$ cat src/rtl/chan_sel_pkg.sv
package chan_sel_pkg;
  localparam int SEL_W  = 7;
  localparam int NUM_CH = 120;

  typedef enum logic {
    QS_IDLE,
    QS_MEAS
  } qual_state_t;
endpackage

$ cat src/rtl/csl_sync2.sv
module csl_sync2 #(
  parameter int W = 1,
  parameter logic [W-1:0] INIT = '0
) (
  input  logic         clk,
  input  logic         rst_n,
  input  logic [W-1:0] d_async,
  output logic [W-1:0] d_sync
);
  logic [W-1:0] meta_q;

  always_ff @(posedge clk or negedge rst_n) begin
    if (!rst_n) begin
      meta_q <= INIT;
      d_sync <= INIT;
    end else begin
      meta_q <= d_async;
      d_sync <= meta_q;
    end
  end
endmodule

$ cat src/rtl/csl_strobe_qual.sv
module csl_strobe_qual
  import chan_sel_pkg::*;
#(
  parameter int LOW_CYC = 56,
  parameter int REP_CYC = 40000
) (
  input  logic             clk,
  input  logic             rst_n,
  input  logic             set_s,
  input  logic [SEL_W-1:0] sel_s,
  output logic             fire,
  output logic [SEL_W-1:0] code
);
  localparam int CNT_W      = $clog2(LOW_CYC + 1);
  localparam int GRD_W      = $clog2(REP_CYC + 1);
  localparam int GUARD_INIT = (REP_CYC > LOW_CYC) ? (REP_CYC - LOW_CYC) : 1;

  qual_state_t      state;
  logic             set_d;
  logic [CNT_W-1:0] cnt;
  logic [GRD_W-1:0] guard;
  logic             fall;

  assign fall = set_d & ~set_s;

  always_ff @(posedge clk or negedge rst_n) begin
    if (!rst_n) begin
      state <= QS_IDLE;
      set_d <= 1'b1;
      cnt   <= '0;
      guard <= '0;
      fire  <= 1'b0;
      code  <= '0;
    end else begin
      set_d <= set_s;
      fire  <= 1'b0;
      if (guard != '0) guard <= guard - 1'b1;
      case (state)
        QS_IDLE: begin
          if (fall && guard == '0) begin
            state <= QS_MEAS;
            cnt   <= CNT_W'(1);
            code  <= sel_s;
          end
        end
        QS_MEAS: begin
          if (set_s) begin
            state <= QS_IDLE;
          end else if (cnt >= CNT_W'(LOW_CYC - 1)) begin
            fire  <= 1'b1;
            state <= QS_IDLE;
            guard <= GRD_W'(GUARD_INIT);
          end else begin
            cnt <= cnt + 1'b1;
          end
        end
        default: state <= QS_IDLE;
      endcase
    end
  end

  assert_fire_needs_width_R3: assert property (@(posedge clk) disable iff (!rst_n)
    fire |-> ($past(state) == QS_MEAS && !$past(set_s)));

  assert_holdoff_drops_edge_R4: assert property (@(posedge clk) disable iff (!rst_n)
    (state == QS_IDLE && fall && guard != '0) |=> state == QS_IDLE);

  assert_code_held_R2: assert property (@(posedge clk) disable iff (!rst_n)
    (state == QS_MEAS) |=> $stable(code));
endmodule

$ cat src/rtl/csl_load_stage.sv
module csl_load_stage
  import chan_sel_pkg::*;
#(
  parameter int          FREQ_W     = 32,
  parameter logic [31:0] RESET_FREQ = 32'd10_000_000
) (
  input  logic              clk,
  input  logic              rst_n,
  input  logic              fire,
  input  logic [SEL_W-1:0]  code,
  output logic              mem_rd_en,
  output logic [SEL_W-1:0]  mem_addr,
  input  logic [FREQ_W-1:0] mem_rdata,
  output logic [FREQ_W-1:0] freq,
  output logic              done,
  output logic              err
);
  logic rd_wait;
  logic in_range;

  assign in_range = (code < SEL_W'(NUM_CH));

  always_ff @(posedge clk or negedge rst_n) begin
    if (!rst_n) begin
      mem_rd_en <= 1'b0;
      mem_addr  <= '0;
      rd_wait   <= 1'b0;
      freq      <= FREQ_W'(RESET_FREQ);
      done      <= 1'b0;
      err       <= 1'b0;
    end else begin
      mem_rd_en <= fire & in_range;
      err       <= fire & ~in_range;
      if (fire && in_range) mem_addr <= code;
      rd_wait <= mem_rd_en;
      done    <= rd_wait;
      if (rd_wait) freq <= mem_rdata;
    end
  end

  assert_no_read_oor_R6: assert property (@(posedge clk) disable iff (!rst_n)
    mem_rd_en |-> (mem_addr < SEL_W'(NUM_CH)));

  assert_err_keeps_freq_R6: assert property (@(posedge clk) disable iff (!rst_n)
    err |-> $stable(freq));

  assert_done_follows_read_R5: assert property (@(posedge clk) disable iff (!rst_n)
    done |-> $past(mem_rd_en, 2));

  assert_single_outcome_R7: assert property (@(posedge clk) disable iff (!rst_n)
    !(done && err));
endmodule

$ cat src/rtl/chan_sel_loader.sv
module chan_sel_loader
  import chan_sel_pkg::*;
#(
  parameter int          CLK_MHZ    = 100,
  parameter int          MIN_LOW_NS = 560,
  parameter int          REPEAT_US  = 400,
  parameter int          FREQ_W     = 32,
  parameter logic [31:0] RESET_FREQ = 32'd10_000_000
) (
  input  logic              clk,
  input  logic              rst_n,
  input  logic              set_n,
  input  logic [6:0]        sel_in,
  output logic              mem_rd_en,
  output logic [6:0]        mem_addr,
  input  logic [FREQ_W-1:0] mem_rdata,
  output logic [FREQ_W-1:0] freq_out,
  output logic              load_done,
  output logic              sel_err
);
  localparam int LOW_RAW = (CLK_MHZ * MIN_LOW_NS) / 1000;
  localparam int LOW_CYC = (LOW_RAW < 2) ? 2 : LOW_RAW;
  localparam int REP_CYC = CLK_MHZ * REPEAT_US;

  logic             set_s;
  logic [SEL_W-1:0] sel_s;
  logic             fire;
  logic [SEL_W-1:0] code;

  csl_sync2 #(.W(1), .INIT(1'b1)) u_sync_set (
    .clk(clk), .rst_n(rst_n), .d_async(set_n), .d_sync(set_s)
  );

  csl_sync2 #(.W(SEL_W), .INIT('0)) u_sync_sel (
    .clk(clk), .rst_n(rst_n), .d_async(sel_in), .d_sync(sel_s)
  );

  csl_strobe_qual #(.LOW_CYC(LOW_CYC), .REP_CYC(REP_CYC)) u_qual (
    .clk(clk), .rst_n(rst_n), .set_s(set_s), .sel_s(sel_s),
    .fire(fire), .code(code)
  );

  csl_load_stage #(.FREQ_W(FREQ_W), .RESET_FREQ(RESET_FREQ)) u_load (
    .clk(clk), .rst_n(rst_n), .fire(fire), .code(code),
    .mem_rd_en(mem_rd_en), .mem_addr(mem_addr), .mem_rdata(mem_rdata),
    .freq(freq_out), .done(load_done), .err(sel_err)
  );

  assert_quiet_without_strobe_R1: assert property (@(posedge clk) disable iff (!rst_n)
    (set_s && $past(set_s) && $past(set_s, 2)) |-> !mem_rd_en || $past(fire));
endmodule

$ cat config.mk
export PLATFORM = sky130hd
export DESIGN_NAME = chan_sel_loader
export DESIGN_NICKNAME = d
export VERILOG_FILES = /design/src/rtl/chan_sel_pkg.sv /design/src/rtl/csl_sync2.sv /design/src/rtl/csl_strobe_qual.sv /design/src/rtl/csl_load_stage.sv /design/src/rtl/chan_sel_loader.sv
export SDC_FILE = /design/constraint.sdc
export NUM_CORES = 1
export LEC_CHECK = 0
export BUFFER_PORTS_ARGS = -buffer_cell sky130_fd_sc_hd__buf_2
export CAP_MARGIN = 10
export CORE_ASPECT_RATIO = 2
export CORE_UTILIZATION = 35
export DETAILED_ROUTE_END_ITERATION = 8
export PLACE_DENSITY = 0.64
export SETUP_SLACK_MARGIN = 0.2
export SLEW_MARGIN = 20
export SYNTH_ARGS = -nofsm -noshare
export SYNTH_HDL_FRONTEND = slang
export SYNTH_SLANG_ARGS = --single-unit
export TNS_END_PERCENT = 100
$ cat constraint.sdc
create_clock -name clk -period 6.5 [get_ports clk]
set_input_delay 0.975 -clock clk [delete_from_list [all_inputs] [get_ports clk]]
set_output_delay 0.975 -clock clk [all_outputs]
set_load 0.03 [all_outputs]
Word level (Yosys, flattened, before mapping)
Cells that the tools add are included.

operators by class
  reduce and logical (&&, ||, !) cells = 6
  multiplexer cells = 15
  $lt $le $gt $ge = 2
  bitwise gates (word level) = 6
  $add $sub $neg = 2
  eq/ne operators = 3

operators by type and width
  cell                                                      number
  two-way mux 16 bit                                        4
  two-way mux 6 bit                                         3
  zero test 16 bit                                          1
  nonzero test 16 bit                                       1
  subtractor 16 x 1 -> 16 bit, second input constant        1
  case mux 6 bit (2 select lines)                           1
  less-than comparator 7 bit, second input constant         1
  adder 6 x 1 -> 6 bit, second input constant               1
  greater-or-equal comparator 6 bit, second input constant  1
  two-way mux 1 bit                                         6
  inequality test 2 bit, second input constant              2
  bitwise AND 1 bit                                         3
  inverter 1 bit                                            3
  AND reduction 3 bit                                       1
  logical AND 1 bit                                         2
  inequality test 2 x 1 -> 1 bit, second input constant     1
  case mux 1 bit (2 select lines)                           1
  AND reduction 2 bit                                       1

storage, ports and cells
  word-level logic and storage cells = 50
  register bits after elaboration = 91
  input port bits = 42
  output and inout bits = 42

Logic depth before layout (Yosys ltp)
  word-level depth = 5
  depth in mapped cells = 8
  mapped depth without buffers = 6

Modules after synthesis
From an unflattened synthesis, not the netlist that was laid out.

unflattened totals
  cells, all modules = 256
  area total of the unflattened synthesis = 3592.2 sq um

by module, submodules not included
  module                  area an instance (sq um)  cells an instance  seq. area each (sq um)  times used
  csl_strobe_qual         1597.8                    149                802.0                   1
  csl_load_stage          1591.5                    91                 1086.0                  1
  csl_sync2 (u_sync_sel)  350.3                     14                 350.3                   1
  csl_sync2 (u_sync_set)  52.6                      2                  52.6                    1

Worst setup path before layout
OpenSTA, ideal clock, no wires.

  kind = reg-to-reg
  start point = reg u_qual.guard[6]
  end point = reg u_qual.code[0]
  period minus slack after synthesis = 2637 ps
  stages on the path, launching flop included = 8
  buffers on the path = 3
  required time = 6375 ps
  arrival time = 2513 ps
  slack = 3863 ps
  library setup time = 125 ps
  cells stage by stage = dfrtp_1 or4_1 buf_2 or4_4 buf_6 nor4b_2 buf_4 mux2_2

between the ends
  longest elaborated chain between the ends = 3

RTL lines
  element                               RTL line               text
  start, declared                       csl_strobe_qual.sv:21  logic [GRD_W-1:0] guard;
  start signal, assigned                csl_strobe_qual.sv:37  if (guard != '0) guard <= guard - 1'b1;
  start signal, assigned                csl_strobe_qual.sv:52  guard <= GRD_W'(GUARD_INIT);
  zero test 16 bit                      csl_strobe_qual.sv:40  if (fall && guard == '0) begin
  logical AND 1 bit                     csl_strobe_qual.sv:40
  AND reduction 2 bit (no source line)  -
  end signal, assigned                  csl_strobe_qual.sv:43  code <= sel_s;
  end, declared                         csl_strobe_qual.sv:12  output logic [SEL_W-1:0] code

Every way passes these cells.
A chain may end at the register's enable or synchronous reset.

Worst setup path after layout
  start point = reg u_qual.guard[6]
  end point = reg u_qual.code[1]

The elaborated chain is that of the path after synthesis.

==> qor.yml <==
timing:
  setup_viol_count_final: 0
  clock_skew_ns: 0.008872
  worst_pin_slew_ns: 1.093
  fin_crit_ns: 3.222
  rsz0062_at_grt: "no"
  slew_viol_final: 0
  worst_slack_ns: 3.278
  fmax_ghz: 0.3103
  finalCritPeriodShare: 0.4957
  slew-limit-headroom: 0.2696
  final.setup.tns_ns: 0
  hold_viol_final: 0
setup_path:
  required_ns: 6.72
  worstSetupStartpointType: "register"
  arrival_ns: 3.45
  end_kind: "register"
  cp_max_fo: 11
  path_class: "register to register"
power_and_ir_drop:
  power_density_nw_per_um2: 304.5
  p_sw_mw: 0.3549
  power_frac_comb: 0.147
  ir_drop_uv: 157.7
  seqPwrFrac: 0.488
  p_leak_nw: 2.284
  p_int_mw: 0.9843
  p_clk_frac: 0.366
  p_sw_frac: 0.2650
cts:
  post-cts-setup-buffers: 0
  numCtsBuffers: 9
  cts_resized: 0
  root_buffer: "clkbuf_16"
  clk_latency_ns: 0.34
  clk_pin_slew_ns: 0.07
  cts_hold_buf: 0
  cts_tree: "done"
  h-tree-depth: 3
  clkSinkCount: 91
  clk_path_buf_depth: 2
synthesis:
  ys_seq_area_frac: 0.6429
  synthCells: 255
  synth_ff_type: "dfrtp_1"
  avgSynthCellArea_um2: 13.97
  yosysWarningCount: 0
  synth_edf_count: 0
  ys_ff_latch: 91
  synth_nets: 300
  synth.distinct_cells: 46
  synthArstFlopShare: 1.000
  synthesis.area_um2: 3563
routing:
  remaining_drc_errors: 0
  wire_per_inst_um: 14.33
  vias_per_cell: 5.029
  first_pass_iters: 4
  antenna_left: 0
  vias: 2399
  drtIter0Drc: 136
  wirelength_mm: 6.835
die:
  die-area_um2: 10610
  start_util: 0.3626
  die_h_um: 144.7
  ios: 84
  rows: 51
  core_area_um2: 9827
  dieWidth_um: 73.35
final_layout:
  final_nets: 385
  syn_to_final_growth_pct: 23.42
  n_antenna_cell: 0
  drive_gt1_frac: 0.4754
  utilization: 0.4475
  fill_cells: 940
run:
  drv_cap: 0
global_route:
  grt_overflow_total: 0
  grt_pass1_vias: 2297
  antenna_found_initial: 0
  grt_max_degree: 57
  grt_pass1_wl_mm: 10.76
  grtUsageTotal: 0.1368
placement:
  place.gp.congestion: 0.8153
  dpl.hpwl_mm: 4.912
  dp_worst_setup_slack_ns: 3.267
  io_buffers: 83
run_status:
  status: "finished clean"
worst_hold_path:
  hold_class: "register to register"
-- cells by family (layout without fill, tap and decap cells) --
kind of cell             after synthesis  in the layout  share of synthesized area
AO/OA/AOI/OAI                         37             37                    0.07093
XOR/XNOR                               3              3                   0.007375
adder cells (fa/ha/maj)                3              3                    0.01053
buffers and inverters                 16            106                    0.02072
flip-flops                            91             91                     0.6429
multiplexers                          44             44                     0.1387
AND/OR/NAND/NOR                       61             61                     0.1089
-- per-layer routing --
| metal | track usage | share of wire |
|---|---|---|
| met5 | 0 | 0 |
| met4 | 0.08300 | 0.024 |
| met3 | 0.03393 | 0.052 |
| met2 | 0.2432 | 0.54 |
| met1 | 0.1410 | 0.38 |
-- cell usage after synthesis (2+ instances only) --
| cell | count | area share |
|---|---|---|
| o22a_1 | 4 | 0.0098 |
| inv_1 | 5 | 0.0053 |
| nor4_1 | 3 | 0.0053 |
| nand2b_1 | 3 | 0.0053 |
| buf_1 | 3 | 0.0032 |
| dfrtp_1 | 80 | 0.56 |
| or2_2 | 2 | 0.0035 |
| a21oi_1 | 8 | 0.011 |
| nand4_1 | 4 | 0.0070 |
| nor2_1 | 10 | 0.011 |
| o31ai_1 | 5 | 0.011 |
| buf_2 | 2 | 0.0028 |
| mux2_2 | 43 | 0.14 |
| ha_1 | 3 | 0.011 |
| or3_1 | 6 | 0.011 |
| nand3_1 | 4 | 0.0056 |
| o21ai_0 | 6 | 0.0084 |
| or3b_2 | 3 | 0.0074 |
| xor2_1 | 2 | 0.0049 |
| nor3_1 | 3 | 0.0042 |
| clkbuf_1 | 4 | 0.0042 |
| or4_1 | 12 | 0.025 |
| nand2_1 | 3 | 0.0032 |
| o211ai_1 | 5 | 0.011 |
| dfstp_2 | 11 | 0.081 |
-- path summary, 6_finish.rpt --
check	startpoint	endpoint	slack (ns)	depth (start not counted)
min in group asynchronous	rst_n	u_qual.guard[14]$_DFF_PN0_	0.60	1
max in group asynchronous	rst_n	u_qual.guard[9]$_DFF_PN0_	4.84	2
max reg2reg	u_qual.guard[6]$_DFF_PN0_	u_qual.code[1]$_DFFE_PN0P_	3.28	4
min	u_sync_sel.meta_q[2]$_DFF_PN0_	u_sync_sel.d_sync[2]$_DFF_PN0_	0.35	0
max	u_qual.guard[6]$_DFF_PN0_	u_qual.code[1]$_DFFE_PN0P_	3.28	4
min reg2reg	u_sync_sel.meta_q[2]$_DFF_PN0_	u_sync_sel.d_sync[2]$_DFF_PN0_	0.35	0
-- power groups by stage --
stage	logic (mW)	clock network (mW)	registers [mW]
after global routing	0.220	0.529	0.659
after detailed placement	0.196	0	0.663
final	0.196	0.490	0.653
after floorplan	0.153	0	0.650
after CTS	0.198	0.506	0.653
after global placement	0.189	0	0.661
-- final cells by class --
type / count / area (um^2) / area share
Clock buffer: 10 / 239.0 / 0.05434
Clock inverter: 6 / 46.29 / 0.01053
Inverter: 5 / 18.77 / 0.004267
Multi-Input combinational cell: 148 / 1205 / 0.2740
Sequential cell: 91 / 2291 / 0.5209
Tap cell: 132 / 165.2 / 0.03755
Timing Repair Buffer: 85 / 432.9 / 0.09844
-- state kept, by name, summed over array words and instances (netlist names), 6 cells and up --
name / flops
u_qual.code: 7
u_qual.cnt: 6
u_sync_sel.d_sync: 7
u_load.mem_addr: 7
u_load.freq: 32
u_sync_sel.meta_q: 7
u_qual.guard: 16
-- critical path: stages, from the launching register on --
cell	delay (ns)
dfrtp_1	0.41
or4_1	0.67
or4_4	0.64
nor4b_2	0.95
mux2_2	0.43
-- placed cells by master, fill, tap and decap left out, types with 2 or more instances in the layout --
master     Yosys  final
a21oi_1        8      8
buf_2          2     82
buf_4          1      3
clkbuf_16      0      9
clkinv_2       0      2
dfrtp_1       80     80
dfstp_2       11     11
ha_1           3      3
inv_1          5      5
inv_6          0      2
mux2_2        43     43
nand2_1        3      3
nand2b_1       3      3
nand3_1        4      4
nand4_1        4      4
nor2_1        10     10
nor3_1         3      3
nor4_1         3      2
o211ai_1       5      5
o21ai_0        6      6
o22a_1         4      4
o31ai_1        5      5
or2_2          2      2
or3_1          6      6
or3b_2         3      3
or4_1         12     12
xor2_1         2      2
-- stage by stage --
stage / instances / area (um^2) / power [mW] / hold slack, ns
6_report: 477 / 4398 / 1.339 / 0.3491
5_1_grt: 477 / 4398 / 1.407 / 0.3591
4_1_cts: 477 / 4392 / 1.357 / 0.3508
3_5_place_dp: 461 / 4106 / 0.8598 / 0.3347
3_3_place_gp: 461 / 4106 / 0.8499 / 0.3322
2_1_floorplan: 255 / 3563 / 0.8033 / 0.3312
No activity file was read; power rests on OpenSTA's default activity.
